[config.mk]
export PLATFORM = sky130hd
export DESIGN_NAME = dbg_burst_engine
export DESIGN_NICKNAME = d
export VERILOG_FILES = /design/src/rtl/dbg_burst_pkg.sv /design/src/rtl/burst_crc.sv /design/src/rtl/burst_counter.sv /design/src/rtl/burst_busport.sv /design/src/rtl/dbg_burst_engine.sv
export SDC_FILE = /design/constraint.sdc
export NUM_CORES = 1
export LEC_CHECK = 0
export ABC_AREA = 1
export ABC_CLOCK_PERIOD_IN_PS = 3700
export BUFFER_PORTS_ARGS = -buffer_cell sky130_fd_sc_hd__buf_4
export CAP_MARGIN = 10
export CELL_PAD_IN_SITES_DETAIL_PLACEMENT = 0
export CELL_PAD_IN_SITES_GLOBAL_PLACEMENT = 1
export CORE_MARGIN = 1
export CORE_UTILIZATION = 40
export CTS_CLUSTER_DIAMETER = 150
export DETAILED_ROUTE_END_ITERATION = 6
export PLACE_DENSITY_LB_ADDON = 0.1
export SLEW_MARGIN = 0
export SYNTH_ARGS = -nofsm -noshare
export SYNTH_HDL_FRONTEND = slang
export SYNTH_SLANG_ARGS = --single-unit
[constraint.sdc]
create_clock -name clk -period 3.7 [get_ports clk]
set_input_delay 0.37 -clock clk [delete_from_list [all_inputs] [get_ports clk]]
set_output_delay 0.37 -clock clk [all_outputs]
set_load 0.01 [all_outputs]
[src/rtl/dbg_burst_pkg.sv]
package dbg_burst_pkg;

  localparam int WORD_W = 32;
  localparam int CRC_W  = 32;

  typedef enum logic [3:0] {
    ST_IDLE,
    ST_W_HUNT,
    ST_W_DATA,
    ST_W_CRC,
    ST_W_MATCH,
    ST_R_WAIT,
    ST_R_DATA,
    ST_R_CRC,
    ST_DONE
  } burst_state_e;

  // Code 3 aliases the widest word.
  function automatic logic [1:0] norm_size(input logic [1:0] code);
    return (code == 2'd3) ? 2'd2 : code;
  endfunction

  function automatic logic [2:0] size_bytes(input logic [1:0] code);
    case (code)
      2'd0:    return 3'd1;
      2'd1:    return 3'd2;
      default: return 3'd4;
    endcase
  endfunction

  function automatic logic [5:0] size_bits(input logic [1:0] code);
    return {size_bytes(code), 3'b000};
  endfunction

  function automatic logic [WORD_W-1:0] size_mask(input logic [1:0] code);
    case (code)
      2'd0:    return WORD_W'(32'h0000_00FF);
      2'd1:    return WORD_W'(32'h0000_FFFF);
      default: return '1;
    endcase
  endfunction

  // One serial step of the reflected CRC.
  function automatic logic [CRC_W-1:0] crc_step(input logic [CRC_W-1:0] c,
                                                input logic d,
                                                input logic [CRC_W-1:0] poly);
    return (c >> 1) ^ ((c[0] ^ d) ? poly : '0);
  endfunction

endpackage

[src/rtl/burst_crc.sv]
module burst_crc import dbg_burst_pkg::*; #(
  parameter logic [CRC_W-1:0] POLY = 32'hEDB8_8320
) (
  input  logic             clk,
  input  logic             rst_n,
  input  logic             init,
  input  logic             step,
  input  logic             din,
  input  logic             drain,
  output logic [CRC_W-1:0] crc
);

  always_ff @(posedge clk or negedge rst_n) begin
    if (!rst_n)     crc <= '1;
    else if (init)  crc <= '1;
    else if (step)  crc <= crc_step(crc, din, POLY);
    else if (drain) crc <= {1'b0, crc[CRC_W-1:1]};
  end

endmodule

[src/rtl/burst_counter.sv]
module burst_counter import dbg_burst_pkg::*; #(
  parameter int CNT_W = 16,
  parameter int BIT_W = 6
) (
  input  logic             clk,
  input  logic             rst_n,
  input  logic             load,
  input  logic [CNT_W-1:0] load_count,
  input  logic [1:0]       size_code,
  input  logic             step,
  input  logic             data_phase,
  output logic [BIT_W-1:0] bit_idx,
  output logic [CNT_W-1:0] words_left,
  output logic             word_end,
  output logic             crc_end,
  output logic             last_word,
  output logic             words_zero
);

  assign word_end   = (bit_idx == BIT_W'(size_bits(size_code) - 6'd1));
  assign crc_end    = (bit_idx == BIT_W'(CRC_W - 1));
  assign words_zero = (words_left == '0);
  assign last_word  = (words_left == CNT_W'(1));

  always_ff @(posedge clk or negedge rst_n) begin
    if (!rst_n) begin
      bit_idx    <= '0;
      words_left <= '0;
    end else if (load) begin
      bit_idx    <= '0;
      words_left <= load_count;
    end else if (step) begin
      if (data_phase && word_end) begin
        bit_idx <= '0;
        if (!words_zero) words_left <= words_left - CNT_W'(1);
      end else begin
        bit_idx <= bit_idx + BIT_W'(1);
      end
    end
  end

endmodule

[src/rtl/burst_busport.sv]
module burst_busport import dbg_burst_pkg::*; #(
  parameter int ADDR_W = 32,
  parameter int CNT_W  = 16
) (
  input  logic              clk,
  input  logic              rst_n,
  input  logic              start,
  input  logic              start_write,
  input  logic [ADDR_W-1:0] start_addr,
  input  logic [CNT_W-1:0]  start_count,
  input  logic [1:0]        size_code,
  input  logic              wr_push,
  input  logic [WORD_W-1:0] wr_word,
  input  logic              rd_pop,
  output logic              rd_valid,
  output logic [WORD_W-1:0] rd_word,
  output logic              bus_req,
  output logic              bus_we,
  output logic [ADDR_W-1:0] bus_addr,
  output logic [WORD_W-1:0] bus_wdata,
  input  logic [WORD_W-1:0] bus_rdata,
  input  logic              bus_gnt
);

  logic [ADDR_W-1:0] addr_q;
  logic [WORD_W-1:0] buf_q;
  logic              full_q;
  logic              we_q;
  logic [CNT_W-1:0]  fetch_left;
  logic              granted;

  assign bus_req   = we_q ? full_q : (!full_q && (fetch_left != '0));
  assign granted   = bus_req && bus_gnt;
  assign bus_we    = we_q;
  assign bus_addr  = addr_q;
  assign bus_wdata = buf_q;
  assign rd_valid  = full_q && !we_q;
  assign rd_word   = buf_q;

  always_ff @(posedge clk or negedge rst_n) begin
    if (!rst_n) begin
      addr_q     <= '0;
      buf_q      <= '0;
      full_q     <= 1'b0;
      we_q       <= 1'b0;
      fetch_left <= '0;
    end else if (start) begin
      addr_q     <= start_addr;
      full_q     <= 1'b0;
      we_q       <= start_write;
      fetch_left <= start_write ? '0 : start_count;
    end else begin
      if (granted) begin
        addr_q <= addr_q + ADDR_W'(size_bytes(size_code));
        if (we_q) begin
          full_q <= 1'b0;
        end else begin
          buf_q      <= bus_rdata & size_mask(size_code);
          full_q     <= 1'b1;
          fetch_left <= fetch_left - CNT_W'(1);
        end
      end
      if (wr_push) begin
        buf_q  <= wr_word;
        full_q <= 1'b1;
      end
      if (rd_pop) full_q <= 1'b0;
    end
  end

endmodule

[src/rtl/dbg_burst_engine.sv]
module dbg_burst_engine import dbg_burst_pkg::*; #(
  parameter int ADDR_W = 32,
  parameter int CNT_W  = 16,
  parameter logic [CRC_W-1:0] CRC_POLY = 32'hEDB8_8320
) (
  input  logic              clk,
  input  logic              rst_n,
  input  logic              cmd_load,
  input  logic              cmd_write,
  input  logic [1:0]        cmd_size,
  input  logic [CNT_W-1:0]  cmd_count,
  input  logic [ADDR_W-1:0] cmd_addr,
  input  logic              shift_en,
  input  logic              scan_in,
  output logic              scan_out,
  output logic              underrun,
  output logic              bus_req,
  output logic              bus_we,
  output logic [ADDR_W-1:0] bus_addr,
  output logic [1:0]        bus_size,
  output logic [WORD_W-1:0] bus_wdata,
  input  logic [WORD_W-1:0] bus_rdata,
  input  logic              bus_gnt
);

  localparam int BIT_W = $clog2(WORD_W) + 1;

  burst_state_e      state, nxt;
  logic [1:0]        size_q;
  logic [WORD_W-1:0] word_sh, wr_word, rd_word;
  logic [CRC_W-1:0]  rx_crc, crc_val;
  logic              underrun_q;
  logic [BIT_W-1:0]  bit_idx;
  logic [CNT_W-1:0]  words_left;
  logic              word_end, crc_end, last_word, words_zero, rd_valid;

  // Named internal events
  logic crc_step_en, crc_din, crc_drain, cnt_step, data_phase;
  logic wr_push, rd_pop, load_sh, ev_underrun, scan_out_c;

  burst_crc #(.POLY(CRC_POLY)) u_crc (
    .clk(clk), .rst_n(rst_n), .init(cmd_load), .step(crc_step_en),
    .din(crc_din), .drain(crc_drain), .crc(crc_val)
  );

  burst_counter #(.CNT_W(CNT_W), .BIT_W(BIT_W)) u_cnt (
    .clk(clk), .rst_n(rst_n), .load(cmd_load), .load_count(cmd_count),
    .size_code(size_q), .step(cnt_step), .data_phase(data_phase),
    .bit_idx(bit_idx), .words_left(words_left), .word_end(word_end),
    .crc_end(crc_end), .last_word(last_word), .words_zero(words_zero)
  );

  burst_busport #(.ADDR_W(ADDR_W), .CNT_W(CNT_W)) u_bus (
    .clk(clk), .rst_n(rst_n), .start(cmd_load), .start_write(cmd_write),
    .start_addr(cmd_addr), .start_count(cmd_count), .size_code(size_q),
    .wr_push(wr_push), .wr_word(wr_word), .rd_pop(rd_pop),
    .rd_valid(rd_valid), .rd_word(rd_word), .bus_req(bus_req),
    .bus_we(bus_we), .bus_addr(bus_addr), .bus_wdata(bus_wdata),
    .bus_rdata(bus_rdata), .bus_gnt(bus_gnt)
  );

  assign wr_word  = word_sh | (WORD_W'(scan_in) << bit_idx);
  assign scan_out = scan_out_c;
  assign underrun = underrun_q;
  assign bus_size = size_q;

  always_comb begin
    nxt         = state;
    crc_step_en = 1'b0;
    crc_din     = 1'b0;
    crc_drain   = 1'b0;
    cnt_step    = 1'b0;
    data_phase  = 1'b0;
    wr_push     = 1'b0;
    rd_pop      = 1'b0;
    load_sh     = 1'b0;
    ev_underrun = 1'b0;
    scan_out_c  = 1'b0;
    if (cmd_load) begin
      nxt = cmd_write ? ST_W_HUNT : ST_R_WAIT;
    end else begin
      case (state)
        ST_W_HUNT: begin
          if (shift_en && scan_in) nxt = words_zero ? ST_W_CRC : ST_W_DATA;
        end
        ST_W_DATA: begin
          data_phase = 1'b1;
          if (shift_en) begin
            crc_step_en = 1'b1;
            crc_din     = scan_in;
            cnt_step    = 1'b1;
            if (word_end) begin
              wr_push = 1'b1;
              if (last_word) nxt = ST_W_CRC;
            end
          end
        end
        ST_W_CRC: begin
          if (shift_en) begin
            cnt_step = 1'b1;
            if (crc_end) nxt = ST_W_MATCH;
          end
        end
        ST_W_MATCH: begin
          scan_out_c = (crc_val == rx_crc);
          if (shift_en) nxt = ST_DONE;
        end
        ST_R_WAIT: begin
          scan_out_c = rd_valid || words_zero;
          if (shift_en && scan_out_c) begin
            if (words_zero) begin
              nxt = ST_R_CRC;
            end else begin
              rd_pop  = 1'b1;
              load_sh = 1'b1;
              nxt     = ST_R_DATA;
            end
          end
        end
        ST_R_DATA: begin
          data_phase = 1'b1;
          scan_out_c = word_sh[0];
          if (shift_en) begin
            crc_step_en = 1'b1;
            crc_din     = word_sh[0];
            cnt_step    = 1'b1;
            if (word_end) begin
              if (last_word) begin
                nxt = ST_R_CRC;
              end else if (rd_valid) begin
                rd_pop  = 1'b1;
                load_sh = 1'b1;
              end else begin
                ev_underrun = 1'b1;
              end
            end
          end
        end
        ST_R_CRC: begin
          scan_out_c = crc_val[0];
          if (shift_en) begin
            crc_drain = 1'b1;
            cnt_step  = 1'b1;
            if (crc_end) nxt = ST_DONE;
          end
        end
        default: ;
      endcase
    end
  end

  always_ff @(posedge clk or negedge rst_n) begin
    if (!rst_n) begin
      state      <= ST_IDLE;
      size_q     <= 2'd0;
      word_sh    <= '0;
      rx_crc     <= '0;
      underrun_q <= 1'b0;
    end else begin
      state <= nxt;
      if (cmd_load) begin
        size_q     <= norm_size(cmd_size);
        word_sh    <= '0;
        rx_crc     <= '0;
        underrun_q <= 1'b0;
      end else begin
        if (wr_push)
          word_sh <= '0;
        else if (state == ST_W_DATA && shift_en)
          word_sh <= wr_word;
        else if (load_sh)
          word_sh <= rd_word;
        else if (state == ST_R_DATA && shift_en)
          word_sh <= {1'b0, word_sh[WORD_W-1:1]};
        if (state == ST_W_CRC && shift_en)
          rx_crc <= {scan_in, rx_crc[CRC_W-1:1]};
        if (ev_underrun) underrun_q <= 1'b1;
      end
    end
  end

endmodule

==> metrics.md, run 1 <==
| Metric | Value |
|---|---|
| Yosys Warn Count | 0 |
| Violated checks | DRC |
| Fill count | 3,139 |
| Vias in the first global route | 11,700 |
| R2r endpoint | u_bus.full_q |
| Hold_sp | cmd_addr[28] |
| Total CTS buffers | 26 |
| Antenna Cells | 0 |
| Syn Nets | 1,871 |
| Highest ir drop seen on vdd | 0.343 mV |
| Clk buf depth | 3 |
| Setup TNS Final | 0 ps |
| Die Wd | 180 microns |
| First-pass GRT wire length | 62.0 mm |
| Ports | 159 |
| Hold depth | 3 |
| HP Class | primary input to flop |
| Post-CTS sizing | 0 |
| Final Hold Vio Count | 0 |
| Clk_skew | 10.3 ps |
| Final #Nets | 1,997 |
| Port Buffers | 158 |
| Setup CP Type | flop to flop |
| Number of setup buffers added after CTS | 0 |
| Hold Slack | 48.9 ps |
| Status | finished with violations |
| Fmax | 0.328 GHz |
| Worst r2r src | bus_size[1] |
| Die area | 32,200 sq um |
| CP Capture Type | flop |
| Max Cap Viol | 0 |
| P_leak | 7.22 nW |
| Setup slack, reg-to-reg | 650 ps |
| Clock Latency Late Sink | 530 ps |
| H-tree depth | 1 |
| GRT Resource Usage Total | 0.235 |
| Area contributors post-synth | dfrtp_1 35%, nand2_1 16%, nand3_1 7.1%, dfstp_2 6.7%, inv_1 6.2% |
| Clock Sinks | 207 |
| Largest net degree at the start of global routing | 90 |
| CTS tree | yes |
| Fin crit share | 0.825 |
| Period minus WS final | 3050 ps |
| Final ANT Viol Nets | 0 |
| Routed WL per cell | 16.4 microns |
| DRC | 10 |
| Number of synthesized flops with an enable pin | 0 |
| # setup viols final | 0 |
| Area share of the largest cell type after synthesis | 0.347 |
| Worst Tran Pin Value | 1200 ps |
| Dpl cells | 2,266 |
| Final Util | 0.483 |
| RePlAce Congestion | 0.852 |
| Root buf cell | clkbuf_16 |
| Synth Flop Type | dfrtp_1 |
| Arr. time, crit path | 3440 ps |
| Final cell count without fillers | 2,313 |
| Count leader, synth | nand2_1 |
| Clk slew on worst S/H paths | 60 ps |
| Row Count | 64 |
| Unrepaired setup endpoints after global routing | false |
| Register area share after synthesis | 0.414 |
| Syn Area/Cell | 7.11 sq um |
| #FFs+latches synth | 207 |
| Starting DRT DRC Count | 948 |
| Vias | 12,000 |
| Synth area leader | dfrtp_1 |
| Unique masters post-synth | 45 |
| Initial antenna violation count | 1 |
| Min-Delay Endpoint | u_bus.bus_addr[28] |
| Slew Viols, Final | 0 |
| DR vias/cell | 5.18 |
| Max-slew headroom at the worst pin | 0.199 |
| Layout cells sized above 1 | 0.153 |
| 1st-pass router iterations | 7 |
| Total grt overflow | 0 |
| PwrDens | 523 nW/um^2 |
| Netlist Area Pre-Place | 12,600 sq um |
| Post-DP HPWL | 26.3 mm |
| Core box area | 30,800 sq um |
| Area grow syn2layout | 18.1% |
| Die H | 180 microns |
| Initial Util | 0.409 |
| Commonest cells in the netlist | 533 x nand2_1, 207 x inv_1, 180 x nand3_1 |
| Crit Path Max Fanout | 18 |
| Critical Path Source Type | flop |
| Mapped Cells | 1,773 |
| Worst r2r path cells | 15 |
| Post-synthesis async set-or-reset flop share | 1.00 |
| CP required | 4090 ps |
| Routed wire length | 37.9 mm |
-- placed cells by master (no fill, tap or decap), drive strengths merged, types with 2 or more instances in the layout --
| cell type | instances |
|---|---|
| nor2 | 138 |
| nand2 | 544 |
| xor2 | 32 |
| o21ai | 162 |
| a22oi | 16 |
| dfrtp | 175 |
| o21bai | 6 |
| buf | 172 |
| clkbuf | 44 |
| a31oi | 7 |
| nor3 | 27 |
| inv | 223 |
| clkinv | 3 |
| or2 | 3 |
| dfstp | 32 |
| xnor2 | 19 |
| nand4 | 21 |
| nor3b | 2 |
| o211ai | 7 |
| nand3 | 184 |
| nand3b | 3 |
| nor4 | 8 |
| a21oi | 26 |
| ha | 8 |
| o22ai | 49 |
-- report_power, final --
part / switching, mW / internal, mW / total (mW)
clock network: 0.975 / 1.59 / 2.57
logic: 1.33 / 0.840 / 2.17
registers: 0.382 / 2.67 / 3.05
total: 2.68 / 5.11 / 7.79
-- cell families after synthesis --
logic type,Yosys count,synth area share
AND/OR/NAND/NOR,930,0.317
buffers and inverters,300,0.101
AO/OA/AOI/OAI,276,0.123
flip-flops,207,0.414
XOR/XNOR,51,0.0354
adder cells (fa/ha/maj),9,0.00953
-- per-stage QoR --
stage	total power [mW]	setup WS (ps)	cell area [sq um]
finish	7.79	648	14900
global route	8.31	380	14900
CTS	7.88	647	14900
detailed placement	5.27	633	14000
global placement	5.25	750	14000
floorplan	4.43	1170	12600
-- metal layers --
layer	share of wire	up-vias	wire length (microns)	track usage
met4	0.019	0	707	0.0490
met1	0.47	5706	17800	0.321
met5	0	-	0	0
met3	0.044	42	1660	0.0322
li1	-	5988	-	-
met2	0.47	244	17700	0.398
-- state kept, by name, indices dropped and copies added (netlist names) --
signal	flops
bus_size	2
u_crc.crc	32
u_bus.fetch_left	16
u_bus.bus_we	1
word_sh	32
underrun	1
u_bus.bus_addr	32
u_cnt.words_left	16
rx_crc	32
state	4
u_bus.full_q	1
u_cnt.bit_idx	6
u_bus.bus_wdata	32
-- worst max path at each step --
stage / from / to / slack, ps / cells past startpoint
2_1_floorplan: bus_size[1] / u_bus.bus_addr[22] / 1170 / 15
3_3_place_gp: bus_size[1] / u_bus.full_q / 750 / 15
3_5_place_dp: bus_size[1] / u_bus.full_q / 630 / 15
4_1_cts: bus_size[1] / u_bus.full_q / 650 / 15
5_1_grt: bus_size[1] / u_bus.full_q / 380 / 15
6_report: bus_size[1] / u_bus.full_q / 650 / 15
-- final cells by class --
class,count,area [sq um],share of cell area
multi-input combinational,1266,6110,0.411
sequential,207,5220,0.351
timing repair buffer,174,1340,0.0900
inverter,224,843,0.0566
clock buffer,43,836,0.0561
tap,396,495,0.0333
clock inverter,3,40.0,0.00269
-- what timing repair did --
| item | in CTS | in global routing |
|---|---|---|
| hold endpoints to repair | 56 | 0 |
| endpoints found under the setup margin | 0 | 0 |
| hold buffers | 1 | 0 |
-- critical path: stages, from the launching register on --
cell     delay, ps
dfrtp_1        410
nor2_1         160
inv_1          100
ha_1           230
buf_4          210
nand2_1        110
nand2_1         50
nand2_1         50
nand2_1         80
nand2_2        110
inv_4           60
nand3_2         90
buf_4          250
nand2_1        430
inv_2          400
o21ai_0        150
(Power assumes the default switching activity.)
==> run 2: changes to the inputs <==
- ABC_CLOCK_PERIOD_IN_PS: 3700 -> 2800
- CORE_UTILIZATION: 40 -> 38
- clock period: 3.7 -> 2.8 ns (I/O delays scaled with it)
==> run 2 against run 1 <==
Against the previous run: the flow now finishes without violations; worst setup slack got worse by 440 ps; maximum frequency rose by 18%; wire length rose by 1.5%; critical path type unchanged.
==> metrics.md, run 2 (synthesis results as in run 1) <==
| Metric | Value |
|---|---|
| Status | completed |
| Die Wd | 184 microns (+2.6%) |
| 1st-pass router iterations | 5 (-2) |
| Critical Path Max Stage Delay | 410 ps (-20 ps) |
| HP Class | primary input to flop |
| Clk buf depth | 3 (unchanged) |
| GRT Resource Usage Total | 0.231 (-0.00410) |
| Clk_skew | 9.15 ps (-1.14 ps) |
| Worst r2r path cells | 13 (-2) |
| Most used cell, CP | nand2_1 |
| Hold Slack | 10.4 ps (-38.5 ps) |
| WL met2 | 18.0 mm (+1.8%) |
| Clock Latency Late Sink | 540 ps (about the same) |
| Largest net degree at the start of global routing | 80 (-11%) |
| CP Capture Type | flop |
| Row Count | 66 (+3.1%) |
| Met3 WL post-DR | 1.57 mm (-5.1%) |
| # setup viols final | 0 (unchanged) |
| Most common cell after layout, fill and taps aside | nand2_1 |
| Worst Tran Pin Value | 1100 ps (-99.2 ps) |
| Total grt overflow | 0 (unchanged) |
| Vias in the first global route | 11,800 (+0.90%) |
| Hold_sp | cmd_size[0] |
| R2r endpoint | u_bus.bus_addr[30] |
| Die H | 184 microns (+2.6%) |
| Initial antenna violation count | 2 (+1) |
| Area grow syn2layout | 21.6% |
| Fmax | 0.386 GHz (+18%) |
| Max-slew headroom at the worst pin | 0.265 (+0.0662) |
| CTS tree | yes |
| Highest ir drop seen on vdd | 0.520 mV (+52%) |
| Commonest cells after routing, fill and taps aside | 532 x nand2_1, 207 x inv_1, 184 x buf_4, 180 x nand3_1, 175 x dfrtp_1 |
| First-pass GRT wire length | 62.7 mm (+1.2%) |
| Initial Util | 0.386 (-0.0224) |
| Worst r2r src | bus_size[1] |
| Vias | 12,100 (+1.1%) |
| Met1 wire length | 18.2 mm (+2.0%) |
| Port Buffers | 158 (unchanged) |
| Fin crit share | 0.925 (+0.0998) |
| Setup CP Type | flop to flop |
| CP required | 3270 ps (-820 ps) |
| Worst Setup SP | bus_size[1] |
| Total CTS buffers | 26 (unchanged) |
| Unrepaired setup endpoints after global routing | false |
| H-tree depth | 1 (unchanged) |
| Starting DRT DRC Count | 690 (-27%) |
| Routed wire length | 38.4 mm (+1.5%) |
| Period minus WS final | 2590 ps (-463 ps) |
| Crit Path Max Fanout | 5 (-13) |
| Setup TNS Final | 0 ps (unchanged) |
| Setup slack, reg-to-reg | 210 ps (-440 ps) |
| Top sig layer | met5 |
| Max Cap Viol | 0 (unchanged) |
| Root buf cell | clkbuf_16 |
| Arr. time, crit path | 3050 ps (-390 ps) |
| Die area | 33,900 sq um (+5.2%) |
| DRC | 0 (-10) |
| Critical Path Source Type | flop |
| Slew Viols, Final | 0 (unchanged) |
| Routed WL per cell | 16.0 microns (-2.2%) |
| P_leak | 7.40 nW (+2.5%) |
| Final ANT Viol Nets | 0 (unchanged) |
| RePlAce Congestion | 0.852 (about the same) |
| Worst-path cell chain | nor2_1 > inv_1 > ha_1 > ha_1 > nand2_1 > nand2_1 > nand2_1 > buf_4 > nor3_1 > nand2_1 > xnor2_1 > nand2_1 > nand3_1 |
| Post-DP HPWL | 26.8 mm (+1.7%) |
| Final Hold Vio Count | 0 (unchanged) |
| Critical path destination | u_bus.bus_addr[30] |
| Core box area | 32,600 sq um (+5.8%) |
| Clk slew on worst S/H paths | 60 ps (about the same) |
| Crit-path slowest cell | dfrtp_1 |
| Final #Nets | 2,037 (+2.0%) |
| Ports | 159 (unchanged) |
| DR vias/cell | 5.04 (-2.6%) |
| Layout cells sized above 1 | 0.159 (+0.00606) |
| Clock Sinks | 207 (unchanged) |
| PwrDens | 676 nW/um^2 (+29%) |
[run 2: worst min path at each step]
stage / cells past startpoint / endpoint / slack [ps]
2_1_floorplan: 0 / bus_size[0] / -20
3_3_place_gp: 1 / u_cnt.words_left[11] / 340
3_5_place_dp: 1 / u_cnt.words_left[11] / 340
4_1_cts: 3 / bus_size[0] / 1
5_1_grt: 3 / u_bus.bus_addr[11] / 10
6_report: 3 / bus_size[0] / 10
[run 2: final cells by class]
cell class	count	area (sq um)
Fill cell	3387	17300
Multi-Input combinational cell	1266	6120
Sequential cell	207	5220
Timing Repair Buffer	214	1740
Inverter	224	843
Clock buffer	42	812
Tap cell	442	553
Clock inverter	4	45.0
Antenna cell	2	5.00
[run 2: per-layer routing]
| metal | track usage | up-vias |
|---|---|---|
| li1 | - | 6064 |
| met3 | 0.0292 | 48 |
| met1 | 0.319 | 5773 |
| met5 | 0 | - |
| met4 | 0.0493 | 2 |
| met2 | 0.386 | 222 |
[run 2: critical path, delay by kind of cell, from the launching register on]
kind	cells	cell delay [ps]
simple gates	8	1030
fa+ha+maj	2	630
flops	1	410
buf+inv	2	280
xor+xnor	1	170
[run 2: power breakdown]
group          internal, mW  switching [mW]
Sequential             3.53           0.512
Combinational          1.17            1.76
Clock                  2.05            1.34
Total                  6.76            3.61
[run 2: timing repair]
item | in CTS | in global routing
hold endpoints to repair | 89 | 0
hold buffers | 24 | 0
setup buffers | 0 | 0
setup endpoints to repair | 0 | 2
resized for setup | 0 | 2
[run 2: metrics by stage]
step                worst slack (ps)  std cells   util  area, sq um  power [mW]
floorplan                        275       1773      -        12600        5.86
global placement                 292       2329  0.436        14200        6.98
detailed placement               232       2329  0.436        14200        7.01
CTS                             90.5       2399  0.470        15300        10.5
global route                    10.1       2399  0.470        15300        11.0
finish                           211       2401  0.470        15300        10.4
==> run 3: changes to the inputs <==
- ABC_AREA: 1 -> default
- CORE_UTILIZATION: 38 -> 40
==> run 3 against run 2 <==
Against the previous run: the flow now finishes with violations (setup timing); maximum frequency is 9.5% lower; die area is 10% lower; via count is 8.7% lower; clock-buffer cell count stayed put; first-iteration DRC count stayed put; largest power group unchanged; highest routed layer is now met4.
==> metrics.md, run 3 <==
| Metric | Value |
|---|---|
| Yosys Warn Count | 0 (unchanged) |
| Setup slack, reg-to-reg | 120 ps (-90 ps) |
| Largest net degree at the start of global routing | 84 (+5.0%) |
| Fill count | 2,759 (-19%) |
| Crit Path Max Fanout | 3 (-2) |
| Commonest cells after routing, fill and taps aside | 227 x buf_4, 176 x nand2_1, 175 x dfrtp_1, 141 x nor2_1, 127 x o21ai_0 |
| Synth Flop Type | dfrtp_1 |
| DR vias/cell | 5.53 (+9.6%) |
| Sw power | 3.05 mW (-15%) |
| Crit-path slowest cell | dfstp_2 |
| Register area share after synthesis | 0.439 (+0.0250) |
| Status | finished with violations |
| DRC | 0 (unchanged) |
| Most common cell after layout, fill and taps aside | buf_4 |
| Period minus WS final | 2860 ps (+272 ps) |
| Routed WL per cell | 18.1 microns (+13%) |
| RePlAce Congestion | 0.839 (-1.5%) |
| P_leak | 6.15 nW (-17%) |
| Total power | 9.58 mW (-7.6%) |
| Syn Area/Cell | 8.59 sq um (+21%) |
| Violated checks | setup timing |
| Max-slew headroom at the worst pin | 0.440 (+0.175) |
| Ports | 159 (unchanged) |
| Seq pwr share | 0.402 (+0.012) |
| Starting DRT DRC Count | 690 (unchanged) |
| Clk buf depth | 3 (unchanged) |
| Worst Setup SP | u_crc.crc[4] |
| Max Cap Viol | 0 (unchanged) |
| GRT Resource Usage Total | 0.238 (+0.00691) |
| Number of synthesized flops with an enable pin | 0 (unchanged) |
| Clock power frac | 0.333 (+0.006) |
| Area share of the largest cell type after synthesis | 0.368 (+0.0209) |
| Post-DP HPWL | 24.4 mm (-8.9%) |
| CP Capture Type | primary output |
| Fin crit share | 1.02 (+0.0970) |
| Final #Nets | 1,698 (-17%) |
| Clock Sinks | 207 (unchanged) |
| Final Util | 0.528 (+0.0582) |
| Clk_skew | 14.6 ps (+5.43 ps) |
| Worst Tran Pin Value | 840 ps (-261 ps) |
| Hold Slack | 15.3 ps (+4.86 ps) |
| Worst-path cell chain | xor2_1 > nor4_2 > nand4_1 > nor4_2 > nand4_1 > a311oi_2 > buf_4 > buf_6 |
| Row Count | 62 (-6.1%) |
| CP required | 2520 ps (-750 ps) |
| Area contributors post-synth | dfrtp_1 37%, dfstp_2 7.1%, nand2_1 5.6%, o21ai_0 5.4%, xnor2_1 5.3% |
| Synth area leader | dfrtp_1 |
| Layout cells sized above 1 | 0.218 (+0.0583) |
| Routed wire length | 36.2 mm (-5.9%) |
| PwrDens | 627 nW/um^2 (-7.3%) |
| 1st-pass router iterations | 5 (unchanged) |
| Initial Util | 0.411 (+0.0244) |
| Highest ir drop seen on vdd | 0.367 mV (-29%) |
| Final setup margin | -60.4 ps (-272 ps) |
| Worst r2r src | bus_size[0] |
| Commonest cells in the netlist | 176 x nand2_1, 175 x dfrtp_1, 143 x nor2_1 |
| Initial antenna violation count | 0 (-2) |
| Vias in the first global route | 10,900 (-7.6%) |
| Switching Fraction | 0.319 (-0.0296) |
| CTS tree | yes |
| Area grow syn2layout | 28.6% |
| #FFs+latches synth | 207 (unchanged) |
| # setup viols final | 1 (+1) |
| Hold_sp | cmd_count[14] |
| Total grt overflow | 0 (unchanged) |
| First-pass GRT wire length | 58.9 mm (-6.0%) |
| Post-synthesis async set-or-reset flop share | 1.00 (unchanged) |
| Syn Nets | 1,482 (-21%) |
| Setup TNS Final | -60.4 ps (-60.4 ps) |
| HP Class | primary input to flop |
| Critical Path Source Type | flop |
| Setup CP Type | flop to primary output |
| Slew Viols, Final | 0 (unchanged) |
| H-tree depth | 1 (unchanged) |
| Die area | 30,400 sq um (-10%) |
| Critical Path Max Stage Delay | 550 ps (+140 ps) |
| Final ANT Viol Nets | 0 (unchanged) |
| Count leader, synth | nand2_1 |
| Unrepaired setup endpoints after global routing | true |
| Antenna Cells | 0 (-2) |
| Core box area | 28,900 sq um (-11%) |
| Clk slew on worst S/H paths | 50 ps (about the same) |
| Die H | 174 microns (-5.3%) |
| Netlist Area Pre-Place | 11,900 sq um (-5.7%) |
| Die Wd | 174 microns (-5.3%) |
| Fmax | 0.350 GHz (-9.5%) |
| Port Buffers | 158 (unchanged) |
| Vias | 11,100 (-8.7%) |
| Clock Latency Late Sink | 530 ps (about the same) |
| P_int | 6.53 mW (-3.4%) |
| Final Hold Vio Count | 0 (unchanged) |
| Total CTS buffers | 26 (unchanged) |
| Root buf cell | clkbuf_16 |
| Unique masters post-synth | 74 (+64%) |
| Arr. time, crit path | 2580 ps (-470 ps) |
| Comb pwr share | 0.265 (-0.018) |
| Mapped Cells | 1,384 (-22%) |
run 3: cell count changes in the layout (fill, tap and decap cells not counted), moves of 52 or more:
cell     before  now
nand2_1     532  176
nand3_1     180   43
xnor2_1      19   71
inv_1       207   25
a21oi_1      26  108
run 3: power groups by stage:
stage	Sequential, mW	Combinational (mW)	Clock [mW]
after global placement	3.89	2.43	0
after CTS	3.84	2.54	3.29
after global routing	3.91	2.81	3.39
after detailed placement	3.89	2.45	0
final	3.85	2.54	3.19
after floorplan	3.83	1.40	0
run 3: path summary, 6_finish.rpt:
kind                                   endpoint  cells past startpoint
setup / recovery                       scan_out                      8
hold / removal             u_cnt.words_left[14]                      3
setup reg to reg             u_bus.bus_wdata[5]                     11
hold reg to reg                        underrun                      1
max in group asynchronous         u_crc.crc[14]                      3
min in group asynchronous    u_bus.bus_addr[13]                      2
run 3: cell families after synthesis:
family          Yosys count  share of synthesized area
xor+xnor                109                     0.0803
fa+ha+maj                 9                     0.0101
compound gates          375                      0.197
mux                       7                    0.00642
flops                   207                      0.439
simple gates            543                      0.221
buf+inv                 134                     0.0464
run 3: cell type report:
class                      count  area (sq um)  area share
tap                          384           480      0.0314
clock inverter                 3          40.0     0.00262
sequential                   207          5220       0.342
inverter                      29           109     0.00712
timing repair buffer         293          2450       0.160
clock buffer                  42           752      0.0492
multi-input combinational   1043          6230       0.408
run 3: timing repair:
| action | 4_1_cts | 5_1_grt |
|---|---|---|
| hold buffers | 54 | 0 |
| endpoints found under the hold margin | 126 | 0 |
| gates resized for setup | 14 | 9 |
| endpoints found under the setup margin | 29 | 53 |
| pin swaps | 9 | 4 |
| setup buffers | 4 | 3 |
run 3: critical path: cells and delay by family (launching register included):
kind	cells	cell delay, ps
simple gates	4	860
compound gates	1	300
buf+inv	2	250
flops	1	550
xor+xnor	1	80
run 3: metrics by stage:
step / setup WS, ps / instance area [sq um] / cells
3_3_place_gp: -27.7 / 13800 / 1895
2_1_floorplan: 2.59 / 11900 / 1384
3_5_place_dp: -100 / 13800 / 1895
5_1_grt: -228 / 15300 / 2001
4_1_cts: -118 / 15200 / 1998
6_report: -60.4 / 15300 / 2001
run 3: layer usage:
metal,vias to the layer above,global-route usage,routed length (microns)
met5,-,0,0
met4,0,0.0662,911
met3,63,0.0280,1460
met2,266,0.384,16800
met1,5384,0.336,17000
li1,5343,-,-
